[src/rtl/rtg_pkg.sv]
package rtg_pkg;
  // register numbers on the write port
  localparam logic [3:0] A_CTRL   = 4'd0;
  localparam logic [3:0] A_HTOT   = 4'd1;
  localparam logic [3:0] A_VTOT   = 4'd2;
  localparam logic [3:0] A_HSYNC  = 4'd3;
  localparam logic [3:0] A_VSYNC  = 4'd4;
  localparam logic [3:0] A_HVIS   = 4'd5;
  localparam logic [3:0] A_VVIS   = 4'd6;
  localparam logic [3:0] A_HADDR  = 4'd7;
  localparam logic [3:0] A_VADDR  = 4'd8;
  localparam logic [3:0] A_POL    = 4'd9;
  localparam logic [3:0] A_BLANKC = 4'd10;
  localparam logic [3:0] A_BORDC  = 4'd11;

  localparam int HI_FIELD = 16;  // bit position of the second field in a window register

  // timing field indices
  localparam int F_HTOT = 0;
  localparam int F_VTOT = 1;
  localparam int F_HSE  = 2;
  localparam int F_VSE  = 3;
  localparam int F_HVB  = 4;   // first visible count, horizontal
  localparam int F_HVE  = 5;   // first blank count, horizontal
  localparam int F_VVB  = 6;
  localparam int F_VVE  = 7;
  localparam int F_HAB  = 8;   // first addressable count, horizontal
  localparam int F_HAE  = 9;   // first count after addressable, horizontal
  localparam int F_VAB  = 10;
  localparam int F_VAE  = 11;
  localparam int NF     = 12;

  function automatic int field_default(int f);
    case (f)
      F_HTOT: return 99;
      F_VTOT: return 9;
      F_HSE:  return 8;
      F_VSE:  return 2;
      F_HVB:  return 40;
      F_HVE:  return 64;
      F_VVB:  return 3;
      F_VVE:  return 8;
      F_HAB:  return 44;
      F_HAE:  return 60;
      F_VAB:  return 4;
      F_VAE:  return 7;
      default: return 0;
    endcase
  endfunction
endpackage

[src/rtl/rtg_regs.sv]
module rtg_regs
  import rtg_pkg::*;
#(
  parameter int CNT_W      = 12,
  parameter int COMP_W     = 8,
  parameter int MIN_HBLANK = 56,
  parameter int MIN_PORCH  = 4,
  localparam int PIX_W     = 3 * COMP_W
) (
  input  logic                        clk,
  input  logic                        rst_n,
  input  logic                        we,
  input  logic [3:0]                  addr,
  input  logic [31:0]                 wdata,
  input  logic [CNT_W-1:0]            h_cnt,
  input  logic [CNT_W-1:0]            v_cnt,
  input  logic                        frame_end,
  output logic                        run,
  output logic                        force_blank,
  output logic [NF-1:0][CNT_W-1:0]    tim,
  output logic                        hpol_low,
  output logic                        vpol_low,
  output logic [PIX_W-1:0]            blank_rgb,
  output logic [PIX_W-1:0]            border_rgb,
  output logic                        reject
);
  localparam int WW = CNT_W + 2;

  logic [NF-1:0][CNT_W-1:0] sh;
  logic [1:0]               sh_pol;
  logic                     sh_ok, load;
  logic [WW-1:0]            len, fp, blank_len;
  logic                     unused_bits;

  assign unused_bits = ^wdata;

  always_ff @(posedge clk or negedge rst_n) begin
    if (!rst_n) begin
      run         <= 1'b0;
      force_blank <= 1'b0;
      blank_rgb   <= '0;
      border_rgb  <= '0;
      sh_pol      <= '0;
      for (int f = 0; f < NF; f++) sh[f] <= CNT_W'(field_default(f));
    end else if (we) begin
      case (addr)
        A_CTRL:   {force_blank, run} <= wdata[1:0];
        A_HTOT:   sh[F_HTOT] <= wdata[CNT_W-1:0];
        A_VTOT:   sh[F_VTOT] <= wdata[CNT_W-1:0];
        A_HSYNC:  sh[F_HSE]  <= wdata[CNT_W-1:0];
        A_VSYNC:  sh[F_VSE]  <= wdata[CNT_W-1:0];
        A_HVIS:   begin sh[F_HVB] <= wdata[CNT_W-1:0]; sh[F_HVE] <= wdata[HI_FIELD+CNT_W-1:HI_FIELD]; end
        A_VVIS:   begin sh[F_VVB] <= wdata[CNT_W-1:0]; sh[F_VVE] <= wdata[HI_FIELD+CNT_W-1:HI_FIELD]; end
        A_HADDR:  begin sh[F_HAB] <= wdata[CNT_W-1:0]; sh[F_HAE] <= wdata[HI_FIELD+CNT_W-1:HI_FIELD]; end
        A_VADDR:  begin sh[F_VAB] <= wdata[CNT_W-1:0]; sh[F_VAE] <= wdata[HI_FIELD+CNT_W-1:HI_FIELD]; end
        A_POL:    sh_pol <= wdata[1:0];
        A_BLANKC: blank_rgb  <= wdata[PIX_W-1:0];
        A_BORDC:  border_rgb <= wdata[PIX_W-1:0];
        default:  ;
      endcase
    end
  end

  // horizontal limits check on the shadow set
  always_comb begin
    len       = WW'(sh[F_HTOT]) + WW'(1);
    fp        = len - WW'(sh[F_HVE]);
    blank_len = fp + WW'(sh[F_HVB]);
    sh_ok     = (WW'(sh[F_HVE]) <= len)
             && (WW'(sh[F_HVB]) >= WW'(sh[F_HSE]) + WW'(MIN_PORCH))
             && (fp >= WW'(MIN_PORCH))
             && (blank_len >= WW'(MIN_HBLANK));
  end

  assign reject = !sh_ok;
  assign load   = sh_ok && (frame_end || (!run && h_cnt == '0 && v_cnt == '0));

  always_ff @(posedge clk or negedge rst_n) begin
    if (!rst_n) begin
      for (int f = 0; f < NF; f++) tim[f] <= CNT_W'(field_default(f));
      hpol_low <= 1'b0;
      vpol_low <= 1'b0;
    end else if (load) begin
      tim      <= sh;
      hpol_low <= sh_pol[0];
      vpol_low <= sh_pol[1];
    end
  end

  AST_APPLY_AT_ORIGIN: assert property (@(posedge clk) disable iff (!rst_n)
    (tim != $past(tim)) |-> (h_cnt == '0 && v_cnt == '0));
endmodule

[src/rtl/rtg_counter.sv]
module rtg_counter #(
  parameter int CNT_W   = 12,
  parameter int FRAME_W = 16
) (
  input  logic               clk,
  input  logic               rst_n,
  input  logic               run,
  input  logic [CNT_W-1:0]   htot,
  input  logic [CNT_W-1:0]   vtot,
  output logic [CNT_W-1:0]   h_cnt,
  output logic [CNT_W-1:0]   v_cnt,
  output logic [FRAME_W-1:0] frame_cnt,
  output logic               frame_end
);
  logic line_end;

  assign line_end  = run && (h_cnt >= htot);
  assign frame_end = line_end && (v_cnt >= vtot);

  always_ff @(posedge clk or negedge rst_n) begin
    if (!rst_n) begin
      h_cnt     <= '0;
      v_cnt     <= '0;
      frame_cnt <= '0;
    end else begin
      if (line_end)  h_cnt <= '0;
      else if (run)  h_cnt <= h_cnt + 1'b1;
      if (frame_end) begin
        v_cnt     <= '0;
        frame_cnt <= frame_cnt + 1'b1;
      end else if (line_end) begin
        v_cnt <= v_cnt + 1'b1;
      end
    end
  end

  AST_H_BOUND: assert property (@(posedge clk) disable iff (!rst_n)
    h_cnt <= htot);
  AST_V_BOUND: assert property (@(posedge clk) disable iff (!rst_n)
    v_cnt <= vtot);
  AST_HOLD_STOPPED: assert property (@(posedge clk) disable iff (!rst_n)
    !run |=> ($stable(h_cnt) && $stable(v_cnt)));
  AST_FRAME_STEP: assert property (@(posedge clk) disable iff (!rst_n)
    frame_end |=> (frame_cnt == $past(frame_cnt) + 1'b1 && v_cnt == '0));
endmodule

[src/rtl/rtg_pixel.sv]
module rtg_pixel
  import rtg_pkg::*;
#(
  parameter int CNT_W  = 12,
  parameter int COMP_W = 8,
  localparam int PIX_W = 3 * COMP_W
) (
  input  logic                     clk,
  input  logic                     rst_n,
  input  logic [CNT_W-1:0]         h_cnt,
  input  logic [CNT_W-1:0]         v_cnt,
  input  logic [NF-1:0][CNT_W-1:0] tim,
  input  logic                     hpol_low,
  input  logic                     vpol_low,
  input  logic                     run,
  input  logic                     force_blank,
  input  logic [PIX_W-1:0]         blank_rgb,
  input  logic [PIX_W-1:0]         border_rgb,
  input  logic                     in_valid,
  input  logic [PIX_W-1:0]         in_data,
  output logic                     in_ready,
  output logic                     hsync,
  output logic                     vsync,
  output logic                     vid_active,
  output logic                     vid_border,
  output logic                     vblank,
  output logic [PIX_W-1:0]         pix_out
);
  logic h_vis, v_vis, h_addr, v_addr, take;

  assign hsync  = (h_cnt < tim[F_HSE]) ^ hpol_low;
  assign vsync  = (v_cnt < tim[F_VSE]) ^ vpol_low;
  assign h_vis  = (h_cnt >= tim[F_HVB]) && (h_cnt < tim[F_HVE]);
  assign v_vis  = (v_cnt >= tim[F_VVB]) && (v_cnt < tim[F_VVE]);
  assign h_addr = (h_cnt >= tim[F_HAB]) && (h_cnt < tim[F_HAE]);
  assign v_addr = (v_cnt >= tim[F_VAB]) && (v_cnt < tim[F_VAE]);

  assign vblank     = !v_vis;
  assign vid_active = h_vis && v_vis && h_addr && v_addr;
  assign vid_border = h_vis && v_vis && !(h_addr && v_addr);
  assign in_ready   = run && vid_active;
  assign take       = in_valid && in_ready;

  always_comb begin
    if (force_blank)     pix_out = blank_rgb;
    else if (take)       pix_out = in_data;
    else if (vid_border) pix_out = border_rgb;
    else                 pix_out = blank_rgb;
  end

  AST_FLAGS_EXCLUSIVE: assert property (@(posedge clk) disable iff (!rst_n)
    $onehot0({vid_active, vid_border}));
  AST_VBLANK_DARK: assert property (@(posedge clk) disable iff (!rst_n)
    vblank |-> (!vid_active && !vid_border));
  AST_READY_IN_AREA: assert property (@(posedge clk) disable iff (!rst_n)
    in_ready |-> (vid_active && run));
  AST_FORCED_BLANK: assert property (@(posedge clk) disable iff (!rst_n)
    force_blank |-> (pix_out == blank_rgb));
endmodule

[src/rtl/raster_timing_gen.sv]
module raster_timing_gen
  import rtg_pkg::*;
#(
  parameter int CNT_W      = 12,
  parameter int COMP_W     = 8,
  parameter int FRAME_W    = 16,
  parameter int MIN_HBLANK = 56,
  parameter int MIN_PORCH  = 4,
  localparam int PIX_W     = 3 * COMP_W
) (
  input  logic               clk,
  input  logic               rst_n,
  input  logic               cfg_we,
  input  logic [3:0]         cfg_addr,
  input  logic [31:0]        cfg_wdata,
  input  logic               pix_in_valid,
  output logic               pix_in_ready,
  input  logic [PIX_W-1:0]   pix_in_data,
  output logic               hsync,
  output logic               vsync,
  output logic               vid_active,
  output logic               vid_border,
  output logic [PIX_W-1:0]   pix_out,
  output logic [CNT_W-1:0]   stat_hcount,
  output logic [CNT_W-1:0]   stat_vcount,
  output logic               stat_vblank,
  output logic [FRAME_W-1:0] stat_frame,
  output logic               cfg_reject
);
  logic                     run, force_blank, hpol_low, vpol_low, frame_end;
  logic [NF-1:0][CNT_W-1:0] tim;
  logic [PIX_W-1:0]         blank_rgb, border_rgb;
  logic [CNT_W-1:0]         h_cnt, v_cnt;

  rtg_regs #(.CNT_W(CNT_W), .COMP_W(COMP_W), .MIN_HBLANK(MIN_HBLANK), .MIN_PORCH(MIN_PORCH)) u_regs (
    .clk(clk), .rst_n(rst_n), .we(cfg_we), .addr(cfg_addr), .wdata(cfg_wdata),
    .h_cnt(h_cnt), .v_cnt(v_cnt), .frame_end(frame_end),
    .run(run), .force_blank(force_blank), .tim(tim),
    .hpol_low(hpol_low), .vpol_low(vpol_low),
    .blank_rgb(blank_rgb), .border_rgb(border_rgb), .reject(cfg_reject)
  );

  rtg_counter #(.CNT_W(CNT_W), .FRAME_W(FRAME_W)) u_cnt (
    .clk(clk), .rst_n(rst_n), .run(run), .htot(tim[F_HTOT]), .vtot(tim[F_VTOT]),
    .h_cnt(h_cnt), .v_cnt(v_cnt), .frame_cnt(stat_frame), .frame_end(frame_end)
  );

  rtg_pixel #(.CNT_W(CNT_W), .COMP_W(COMP_W)) u_pix (
    .clk(clk), .rst_n(rst_n), .h_cnt(h_cnt), .v_cnt(v_cnt), .tim(tim),
    .hpol_low(hpol_low), .vpol_low(vpol_low), .run(run), .force_blank(force_blank),
    .blank_rgb(blank_rgb), .border_rgb(border_rgb),
    .in_valid(pix_in_valid), .in_data(pix_in_data), .in_ready(pix_in_ready),
    .hsync(hsync), .vsync(vsync), .vid_active(vid_active), .vid_border(vid_border),
    .vblank(stat_vblank), .pix_out(pix_out)
  );

  assign stat_hcount = h_cnt;
  assign stat_vcount = v_cnt;
endmodule

[config.mk]
export PLATFORM = sky130hd
export DESIGN_NAME = raster_timing_gen
export DESIGN_NICKNAME = d
export VERILOG_FILES = /design/src/rtl/rtg_pkg.sv /design/src/rtl/rtg_regs.sv /design/src/rtl/rtg_counter.sv /design/src/rtl/rtg_pixel.sv /design/src/rtl/raster_timing_gen.sv
export SDC_FILE = /design/constraint.sdc
export NUM_CORES = 1
export LEC_CHECK = 0
export BUFFER_PORTS_ARGS = -buffer_cell sky130_fd_sc_hd__buf_2
export CORE_MARGIN = 5
export CORE_UTILIZATION = 42
export CTS_CLUSTER_SIZE = 30
export DETAILED_ROUTE_END_ITERATION = 16
export HOLD_SLACK_MARGIN = 0.08
export SLEW_MARGIN = 20
export SYNTH_ARGS = -nofsm -noshare
export SYNTH_HDL_FRONTEND = slang
export SYNTH_SLANG_ARGS = --single-unit
[constraint.sdc]
create_clock -name clk -period 5.75 [get_ports clk]
set_input_delay 1.15 -clock clk [delete_from_list [all_inputs] [get_ports clk]]
set_output_delay 1.15 -clock clk [all_outputs]
set_load 0.03 [all_outputs]
==> impl_results.md, run 1 <==
- Number of hold buffers added after CTS: 0
- Hpwl dp: roughly 38 mm
- Vias/cell: ~5.4
- RR Endpoint: u_regs.tim[109]
- Clk buf depth: 3
- Worst Max-Slew Pin Slew: between 0.8 and 0.9 ns
- Slew headroom: 0.410
- Initial DRC Count: slightly above 900
- Worst Path Max Fanout: 5
- WP data arrival: 4.90 ns
- Final Setup Violations: 1
- Failing checks: setup timing
- Crit Path Class: reg2out
- Cell total after placement: about 2500
- CTS buffer count: between 40 and 50
- First-pass GRT wire length: about 85 mm
- Outcome: finished, violations left
- Root buffer cell: clkbuf_16
- Final WL: approximately 55 mm
- Share of post-route cells with drive strength above 1: 0.342
- RSZ-0062 raised after global routing: yes
- Sequential area share after synthesis: 0.455
- Fmax: approximately 170 MHz
- Period utilization: 1.05
- Pin count of the biggest net entering global routing: between 100 and 150
- Predominant post-synthesis flop cell: dfrtp_1
- Distinct cells, synth: 71
- Die H: between 200 and 250 microns
- Clock Skew: 0.0263 ns
- Worst Hold End: u_cnt.frame_cnt[15]
- Area taken by multi-input logic gates: around 11000 sq um
- CTS H-Tree Depth: 2
- Die X: about 230 microns
- Min-delay worst type: reg2reg
- Peak VDD IR: approximately 0.00026 V
- Post-route DRC violation count: 0
- Final setup TNS: -0.303 ns
- DRT Pass-1 Iters: 5
- R2r setup slk: roughly 0.42 ns
- Worst-path clk slew: around 0.060 ns
- Power per cell area: 471 nW/um^2
- Register-to-Register Path Depth: 20
- Asr flop ratio synth: 1.00
- Vias in the first global route: roughly 15000
- CTS tree: built
- Area of the core: roughly 50000 sq um
- Vias: ~14000
- Post-Syn Area per Cell: between 10 and 15 sq um
- Max Slew Vio Count: 0
- Dpl cell area: about 23000 sq um
- Post-route ant nets: 0
- Final Power: roughly 11 mW
- WP data required: 4.60 ns
- Cell leakage power: roughly 12 nW
- Design Area, Final: ~24000 sq um
- Hold path cells: 1
- CP startpoint kind: register
- Synthesis-stage register bit count: between 300 and 400
- GP Congestion: just over 0.8
- WL/cell: approximately 21 microns
- Row count: 82
- Final WS setup: -0.303 ns
- Total Routing Usage GR: 0.200
- Synth-to-layout area growth: 15.1%
- Initial antenna violation count: 2
- Most instantiated library cell after synthesis: dfrtp_1
- Port Buf Inserts: 130
- Initial core utilization: 0.423
- Post-Syn Area: around 21000 sq um
- Hold Crit Start: u_cnt.frame_cnt[15]
- Leading area contributor after synthesis: dfrtp_1
- Area fraction of the dominant cell type after synthesis: 0.393
- Num ports: between 100 and 150
- Register Area: 9620 sq um
- Fillers: ~4500
- Top cells by area, synth: dfrtp_1 (39%), ha_1 (11%), mux2_2 (10%), mux2_4 (8.9%), dfstp_2 (6.2%)
- Cells after Synth: roughly 1800
- Post-layout min period: roughly 6.1 ns
- Die Area: about 55000 sq um
- Hold Vio Cnt, Final: 0
- Number of enable flip-flop cells after synthesis: 0
- Global route total overflow: 0
- CP endpoint kind: primary output
- Worst flop-to-flop path startpoint: u_regs.sh[0]
- Ys Warns: 0
- Clock Latency Late Sink: just under 0.6 ns
- CTS sink count: ~380
- Layout Cells excl Fill: roughly 2600
- Synth top cells by count: dfrtp_1 (332), mux2_2 (191), ha_1 (182)
- Maxcap violations: 0
- Nets: between 2000 and 2500
- Syn Nets: about 2000
[final cells by class]
type                    instances  share of cell area
multi-input cells            1140               0.433
flip-flops and latches        382               0.395
clock buffers                  73              0.0567
repair buffers                195              0.0512
well taps                     672              0.0345
inverters                     167              0.0257
clock inverters                10             0.00365
diodes                          2            0.000206
[per-stage QoR]
stage,hold slack (ns),setup slack (ns),utilization
after floorplan,0.463,0.288,-
after global routing,0.503,-0.533,0.487
after global placement,0.458,-0.00308,0.453
final,0.477,-0.303,0.487
after detailed placement,0.467,-0.121,0.453
after CTS,0.481,-0.322,0.485
[power by group]
group	switching (mW)	internal, mW
clock network	1.15	1.65
logic	2.38	2.23
registers	0.512	3.54
[critical path, stage by stage, from the launching register on]
cell and delay [ns]:
dfstp_2 0.57, buf_4 0.12, nand3_2 0.13, nor2_1 0.15, xnor2_1 0.14, ha_1 0.33, and3_4 0.20, a211o_1 0.25
a311o_1 0.31, ha_2 0.19, or4_4 0.48, o21bai_4 0.20, a221oi_4 0.29, xor2_1 0.20, o21ai_2 0.10, a2111oi_4 0.31
o31ai_2 0.13, nand2_1 0.10, buf_6 0.14
[cells by family (layout without fill, tap and decap cells)]
| logic type | after synthesis | after routing | synth area share |
|---|---|---|---|
| muxes | 332 | 332 | 0.198 |
| buffers and inverters | 234 | 445 | 0.0554 |
| xor gates and xnor gates | 56 | 56 | 0.0232 |
| and+or+nand+nor | 286 | 286 | 0.0683 |
| DFF | 382 | 382 | 0.455 |
| adders and majority gates | 184 | 184 | 0.110 |
| other | 0 | 2 | 0 |
| AOI/OAI and AO/OA | 282 | 282 | 0.0906 |
[layout by cell type (no fill, tap or decap), types with 42 or more instances in the layout]
cell,synthesis,final
dfrtp_1,332,332
mux2_4,126,126
o21ai_0,63,60
a21oi_1,44,42
mux2_2,191,191
buf_2,2,128
nand2_1,70,69
ha_1,182,179
clkbuf_16,0,45
nor2_1,61,54
inv_1,167,166
dfstp_2,50,50
buf_4,1,57
[per-layer routing]
metal  GRT usage  vias up  part of all wire
met5           0        -                 0
met4      0.0688        0             0.030
met3      0.0252       91             0.044
met2       0.329      306              0.46
met1       0.276     7268              0.46
li1            -     6580                 -
[sequential cells by signal, indices dropped and copies added (netlist names), 2 cells and up]
name,count
u_cnt.frame_cnt,16
u_regs.border_rgb,24
u_cnt.v_cnt,12
u_regs.sh,144
u_regs.sh_pol,2
u_regs.blank_rgb,24
u_regs.tim,144
u_cnt.h_cnt,12
[worst max-delay path by stage]
stage,end,depth (start not counted),slack [ns],startpoint
floorplan,cfg_reject,18,0.29,u_regs.sh[0]
global placement,cfg_reject,19,-0.003,u_regs.sh[0]
detailed placement,cfg_reject,19,-0.12,u_regs.sh[0]
CTS,cfg_reject,19,-0.32,u_regs.sh[0]
global route,cfg_reject,19,-0.53,u_regs.sh[0]
finish,cfg_reject,18,-0.30,u_regs.sh[0]
[what timing repair did]
item | in CTS | in global routing
endpoints found under the setup margin | 1 | 15
setup buffers | 5 | 3
gates resized for setup | 20 | 14
pin swaps | 12 | 13
No activity file was read; power rests on OpenSTA's default activity.
==> run 2: changes to the inputs <==
--- a/config.mk
+++ b/config.mk
@@ -11,6 +11,7 @@
 export CTS_CLUSTER_SIZE = 30
 export DETAILED_ROUTE_END_ITERATION = 16
 export HOLD_SLACK_MARGIN = 0.08
+export PLACE_DENSITY_LB_ADDON = 0.12
 export SLEW_MARGIN = 20
 export SYNTH_ARGS = -nofsm -noshare
 export SYNTH_HDL_FRONTEND = slang
==> impl_results.md, run 2 (synthesis gave the netlist of run 1 again) <==
- Initial antenna violation count: 3
- Final Setup Violations: 1
- Largest stage delay, worst path: around 0.58 ns
- Die H: 234 microns
- Outcome: finished, violations left
- Vias in the first global route: approximately 15000
- Synth-to-layout area growth: 15.5%
- Hold Vio Cnt, Final: 0
- Worst hold margin: around 0.47 ns
- Critical path buffer and inverter count: 3
- Final Core Density: 0.489
- CP startpoint kind: register
- Register-to-Register Path Depth: 25
- Most frequent cells in the layout: dfrtp_1 (332), mux2_2 (191), ha_1 (180)
- Final WL: 56.0 mm
- Vias: about 14000
- Pre-CTS setup slack: -0.0147 ns
- Peak VDD IR: 0.000221 V
- Min-delay worst type: reg2reg
- CTS tree: built
- Die X: ~230 microns
- Nets: 2192
- Hold Crit Start: u_cnt.frame_cnt[15]
- Worst-path clk slew: around 0.06 ns
- Dpl cell area: 22800 sq um
- Worst Path Max Fanout: 5
- Fmax: between 150 and 200 MHz
- CP max-delay cell: dfstp_2
- GRT met2 Usage: 0.324
- Hpwl dp: about 40 mm
- Design Area, Final: 24400 sq um
- Post-route ant nets: 0
- Clk buf depth: 3
- WL/cell: 21.1 microns
- Row count: 82
- Post-route DRC violation count: 0
- Final WS setup: -0.276 ns
- Pin count of the biggest net entering global routing: 99
- WP data required: approximately 4.6 ns
- RSZ-0062 raised after global routing: yes
- Clock Skew: between 0.02 and 0.025 ns
- Root buffer cell: clkbuf_16
- Crit Path Class: reg2out
- Slew headroom: 0.294
- Post-layout min period: approximately 6.0 ns
- Cell family with most CP delay: compound AO/OA/AOI/OAI gates
- Die Area: around 55000 sq um
- Power per cell area: ~470 nW/um^2
- Vias/cell: ~5.3
- Layer with the highest usage: met2
- Clock Latency Late Sink: ~0.57 ns
- Share of post-route cells with drive strength above 1: 0.343
- CTS sink count: about 380
- Maxcap violations: 0
- R2r setup slk: 0.32 ns
- Total Routing Usage GR: 0.204
- WP data arrival: roughly 5 ns
- Period utilization: 1.05
- Hold path cells: 1
- Global-route track usage on met3: 0.0305
- GR Util met1: 0.290
- RR Endpoint: u_regs.tim[71]
- DRT Pass-1 Iters: 5
- Worst flop-to-flop path startpoint: u_regs.sh[1]
- Worst Hold End: u_cnt.frame_cnt[15]
- Regs by FF count: u_regs.sh x144, u_regs.tim x144
- Final setup TNS: -0.276 ns
- Cell leakage power: between 10 and 15 nW
- Max Slew Vio Count: 0
- Worst Max-Slew Pin Slew: 1.06 ns
- CTS buffer count: 44
- First-pass GRT wire length: around 86 mm
- Critical Path, Cell by Cell: ha_4, buf_4, nand3_1, xnor2_1, ha_1, buf_4, nand2_1, nand3_1, a211oi_2, nor2_1, ha_1, or4_4, o21bai_4, a221oi_2, xor2_1, o21ai_1, a2111oi_2, o31ai_2, nand2_1, buf_6
- Global route total overflow: 0
- Num ports: 135
- CP endpoint kind: primary output
- GP Congestion: 0.836
- CTS H-Tree Depth: 2
- Area of the core: 50000 sq um
- Initial DRC Count: 687
- Port Buf Inserts: 130
- Commonest non-fill, non-tap cell in the layout: dfrtp_1
- Initial core utilization: 0.423
- Failing checks: setup timing
## run 2: cell types whose count changed in the layout (fill, tap and decap cells not counted), moves of 2 or more
| cell | delta |
|---|---|
| buf_4 | +12 |
| buf_12 | +3 |
| clkinv_2 | +3 |
| clkbuf_8 | -3 |
| clkinv_8 | -2 |
| clkinv_4 | -2 |
| bufinv_16 | +3 |
| clkinvlp_4 | -2 |
## run 2: where the power goes
part	switching (mW)	internal [mW]	leakage, nW
Sequential	0.514	3.54	4.76
Clock	1.13	1.73	0.725
Combinational	2.33	2.23	6.58
Total	3.97	7.49	12.1
## run 2: metrics by stage
step	power, mW	std cells
2_1_floorplan	7.26	1756
3_3_place_gp	8.36	2564
3_5_place_dp	8.48	2564
4_1_cts	11.5	2646
5_1_grt	12.3	2649
6_report	11.5	2650
## run 2: timing repair
action / 4_1_cts / 5_1_grt
buffers inserted: 3 / 3
pin swaps: 7 / 10
endpoints found under the setup margin: 1 / 4
hold buffers: 0 / 0
resized for setup: 16 / 11
## run 2: layer usage
layer / wire [microns] / share of wire
met5: 13 / 0.00023
met4: 1740 / 0.031
met3: 2360 / 0.042
met2: 25100 / 0.45
met1: 26800 / 0.48
## run 2: worst max-delay path by stage
stage | start | end | slack (ns) | cells after the start
2_1_floorplan | u_regs.sh[0] | cfg_reject | 0.29 | 18
3_3_place_gp | u_regs.sh[0] | cfg_reject | 0.008 | 19
3_5_place_dp | u_regs.sh[0] | cfg_reject | -0.01 | 19
4_1_cts | u_regs.sh[0] | cfg_reject | -0.33 | 19
5_1_grt | u_regs.sh[1] | cfg_reject | -0.53 | 20
6_report | u_regs.sh[1] | cfg_reject | -0.28 | 20
## run 2: layout make-up
cell class | count | area, sq um
flip-flops and latches | 382 | 9620
well taps | 672 | 841
diodes | 1 | 2.50
multi-input cells | 1140 | 10500
inverters | 167 | 627
clock inverters | 10 | 129
fillers | 4560 | 25500
clock buffers | 69 | 1340
repair buffers | 209 | 1390
==> run 3: changes to the inputs <==
--- a/config.mk
+++ b/config.mk
@@ -11,6 +11,7 @@
 export CTS_CLUSTER_SIZE = 30
 export DETAILED_ROUTE_END_ITERATION = 16
 export HOLD_SLACK_MARGIN = 0.08
+export MAX_ROUTING_LAYER = met4
 export PLACE_DENSITY_LB_ADDON = 0.12
 export SLEW_MARGIN = 20
 export SYNTH_ARGS = -nofsm -noshare
==> impl_results.md, run 3 (synthesis gave the netlist of run 1 again) <==
- Outcome: finished, violations left
- Failing checks: setup timing
- Worst hold margin: roughly 0.47 ns
- Maxcap violations: 0
- Die Area: between 50000 and 60000 sq um
- Final WL: 56.0 mm
- CP startpoint kind: register
- WP data required: 4.60 ns
- Layout Cells excl Fill: 2650
- Clk buf depth: 3
- WP data arrival: between 4 and 5 ns
- Vias: ~14000
- Most frequent cells in the layout: dfrtp_1 (332), mux2_2 (191), ha_1 (180)
- Min-delay worst type: reg2reg
- Vias in the first global route: about 15000
- Area of the core: approximately 50000 sq um
- CTS tree: built
- Power per cell area: about 470 nW/um^2
- Num ports: approximately 140
- Vias/cell: 5.31
- WL/cell: 21.1 microns
- Worst Max-Slew Pin Slew: around 1.0 ns
- Pre-CTS setup slack: -0.0147 ns
- GP Congestion: 0.849
- Worst Path Max Fanout: 5
- Die H: 234 microns
- Total Routing Usage GR: 0.210
- Period utilization: 1.05
- Crit Path Class: reg2out
- Synth-to-layout area growth: 15.5%
- CTS buffer count: 44
- Cell leakage power: roughly 12 nW
- RSZ-0062 raised after global routing: yes
- Initial antenna violation count: 3
- Peak VDD IR: between 0.0002 and 0.00025 V
- Final Power: approximately 11 mW
- Pin count of the biggest net entering global routing: between 90 and 100
- Max Slew Vio Count: 0
- Hpwl dp: ~40 mm
- Final WS setup: -0.260 ns
- Port Buf Inserts: 130
- Slew headroom: 0.299
- Regs by FF count: u_regs.sh x144, u_regs.tim x144
- Row count: 82
- Hold Vio Cnt, Final: 0
- Worst-path clk slew: approximately 0.060 ns
- Global route total overflow: 0
- Nets: around 2200
- CTS sink count: 382
- Final setup TNS: -0.260 ns
- DRT Pass-1 Iters: 4
- Clock Latency Late Sink: approximately 0.57 ns
- CTS H-Tree Depth: 2
- Post-route ant nets: 0
- Share of post-route cells with drive strength above 1: 0.343
- Die X: approximately 230 microns
- Post-route DRC violation count: 0
- Fmax: approximately 170 MHz
- Root buffer cell: clkbuf_16
- Clock Skew: about 0.025 ns
- First-pass GRT wire length: around 86 mm
- Initial core utilization: 0.423
- Final Setup Violations: 1
- Cell total after placement: roughly 2600
- Post-layout min period: about 6 ns
- Commonest non-fill, non-tap cell in the layout: dfrtp_1
- Initial DRC Count: 712
- CP endpoint kind: primary output
run 3: worst max-delay path, cell delays in order, from the launching register on:
cell and delay (ns):
dfstp_2 0.58, ha_4 0.14, buf_4 0.10, nand3_1 0.08
xnor2_1 0.15, ha_1 0.31, buf_4 0.17, nand2_1 0.10
nand3_1 0.11, a211oi_2 0.22, nor2_1 0.09, ha_1 0.21
or4_4 0.55, o21bai_4 0.19, a221oi_2 0.29, xor2_1 0.18
o21ai_1 0.09, a2111oi_2 0.34, o31ai_2 0.14, nand2_1 0.10
buf_6 0.13
run 3: per-layer routing:
layer / global-route usage / up-vias / part of all wire
li1: - / 6598 / -
met4: 0.0670 / 0 / 0.031
met3: 0.0303 / 98 / 0.041
met1: 0.290 / 7103 / 0.48
met5: - / - / 0
met2: 0.324 / 268 / 0.45
run 3: worst paths after layout:
path / to / startpoint / slack (ns) / cells after the start
min in group asynchronous: u_cnt.v_cnt[6] / rst_n / 0.63 / 1
max in group asynchronous: u_regs.sh[124] / rst_n / 3.77 / 2
worst min-delay path: u_cnt.frame_cnt[15] / u_cnt.frame_cnt[15] / 0.47 / 1
worst max register to register: u_regs.tim[71] / u_regs.sh[0] / 0.34 / 25
worst min register to register: u_cnt.frame_cnt[15] / u_cnt.frame_cnt[15] / 0.47 / 1
worst max-delay path: cfg_reject / u_regs.sh[0] / -0.26 / 20
run 3: final cells by class:
cell class / count / area, sq um
antenna: 1 / 2.50
clock buffer: 69 / 1340
clock inverter: 10 / 129
fill: 4561 / 25500
inverter: 167 / 627
multi-input combinational: 1140 / 10500
sequential: 382 / 9620
tap: 672 / 841
timing repair buffer: 209 / 1390
run 3: timing repair:
| item | CTS | global route |
|---|---|---|
| setup endpoints to repair | 1 | 4 |
| pin swaps | 7 | 10 |
| resized for setup | 16 | 11 |
| hold buffers | 0 | 0 |
| setup buffers | 3 | 3 |
run 3: metrics by stage:
| stage | instance area (sq um) | util |
|---|---|---|
| 2_1_floorplan | 21200 | - |
| 3_3_place_gp | 22800 | 0.457 |
| 3_5_place_dp | 22800 | 0.457 |
| 4_1_cts | 24400 | 0.487 |
| 5_1_grt | 24400 | 0.489 |
| 6_report | 24400 | 0.489 |
run 3: power by group:
| group | switching (mW) | total [mW] | leakage [nW] | internal [mW] |
|---|---|---|---|---|
| logic | 2.33 | 4.56 | 6.58 | 2.23 |
| registers | 0.515 | 4.05 | 4.76 | 3.54 |
| clock network | 1.13 | 2.86 | 0.725 | 1.73 |
| total | 3.97 | 11.5 | 12.1 | 7.49 |
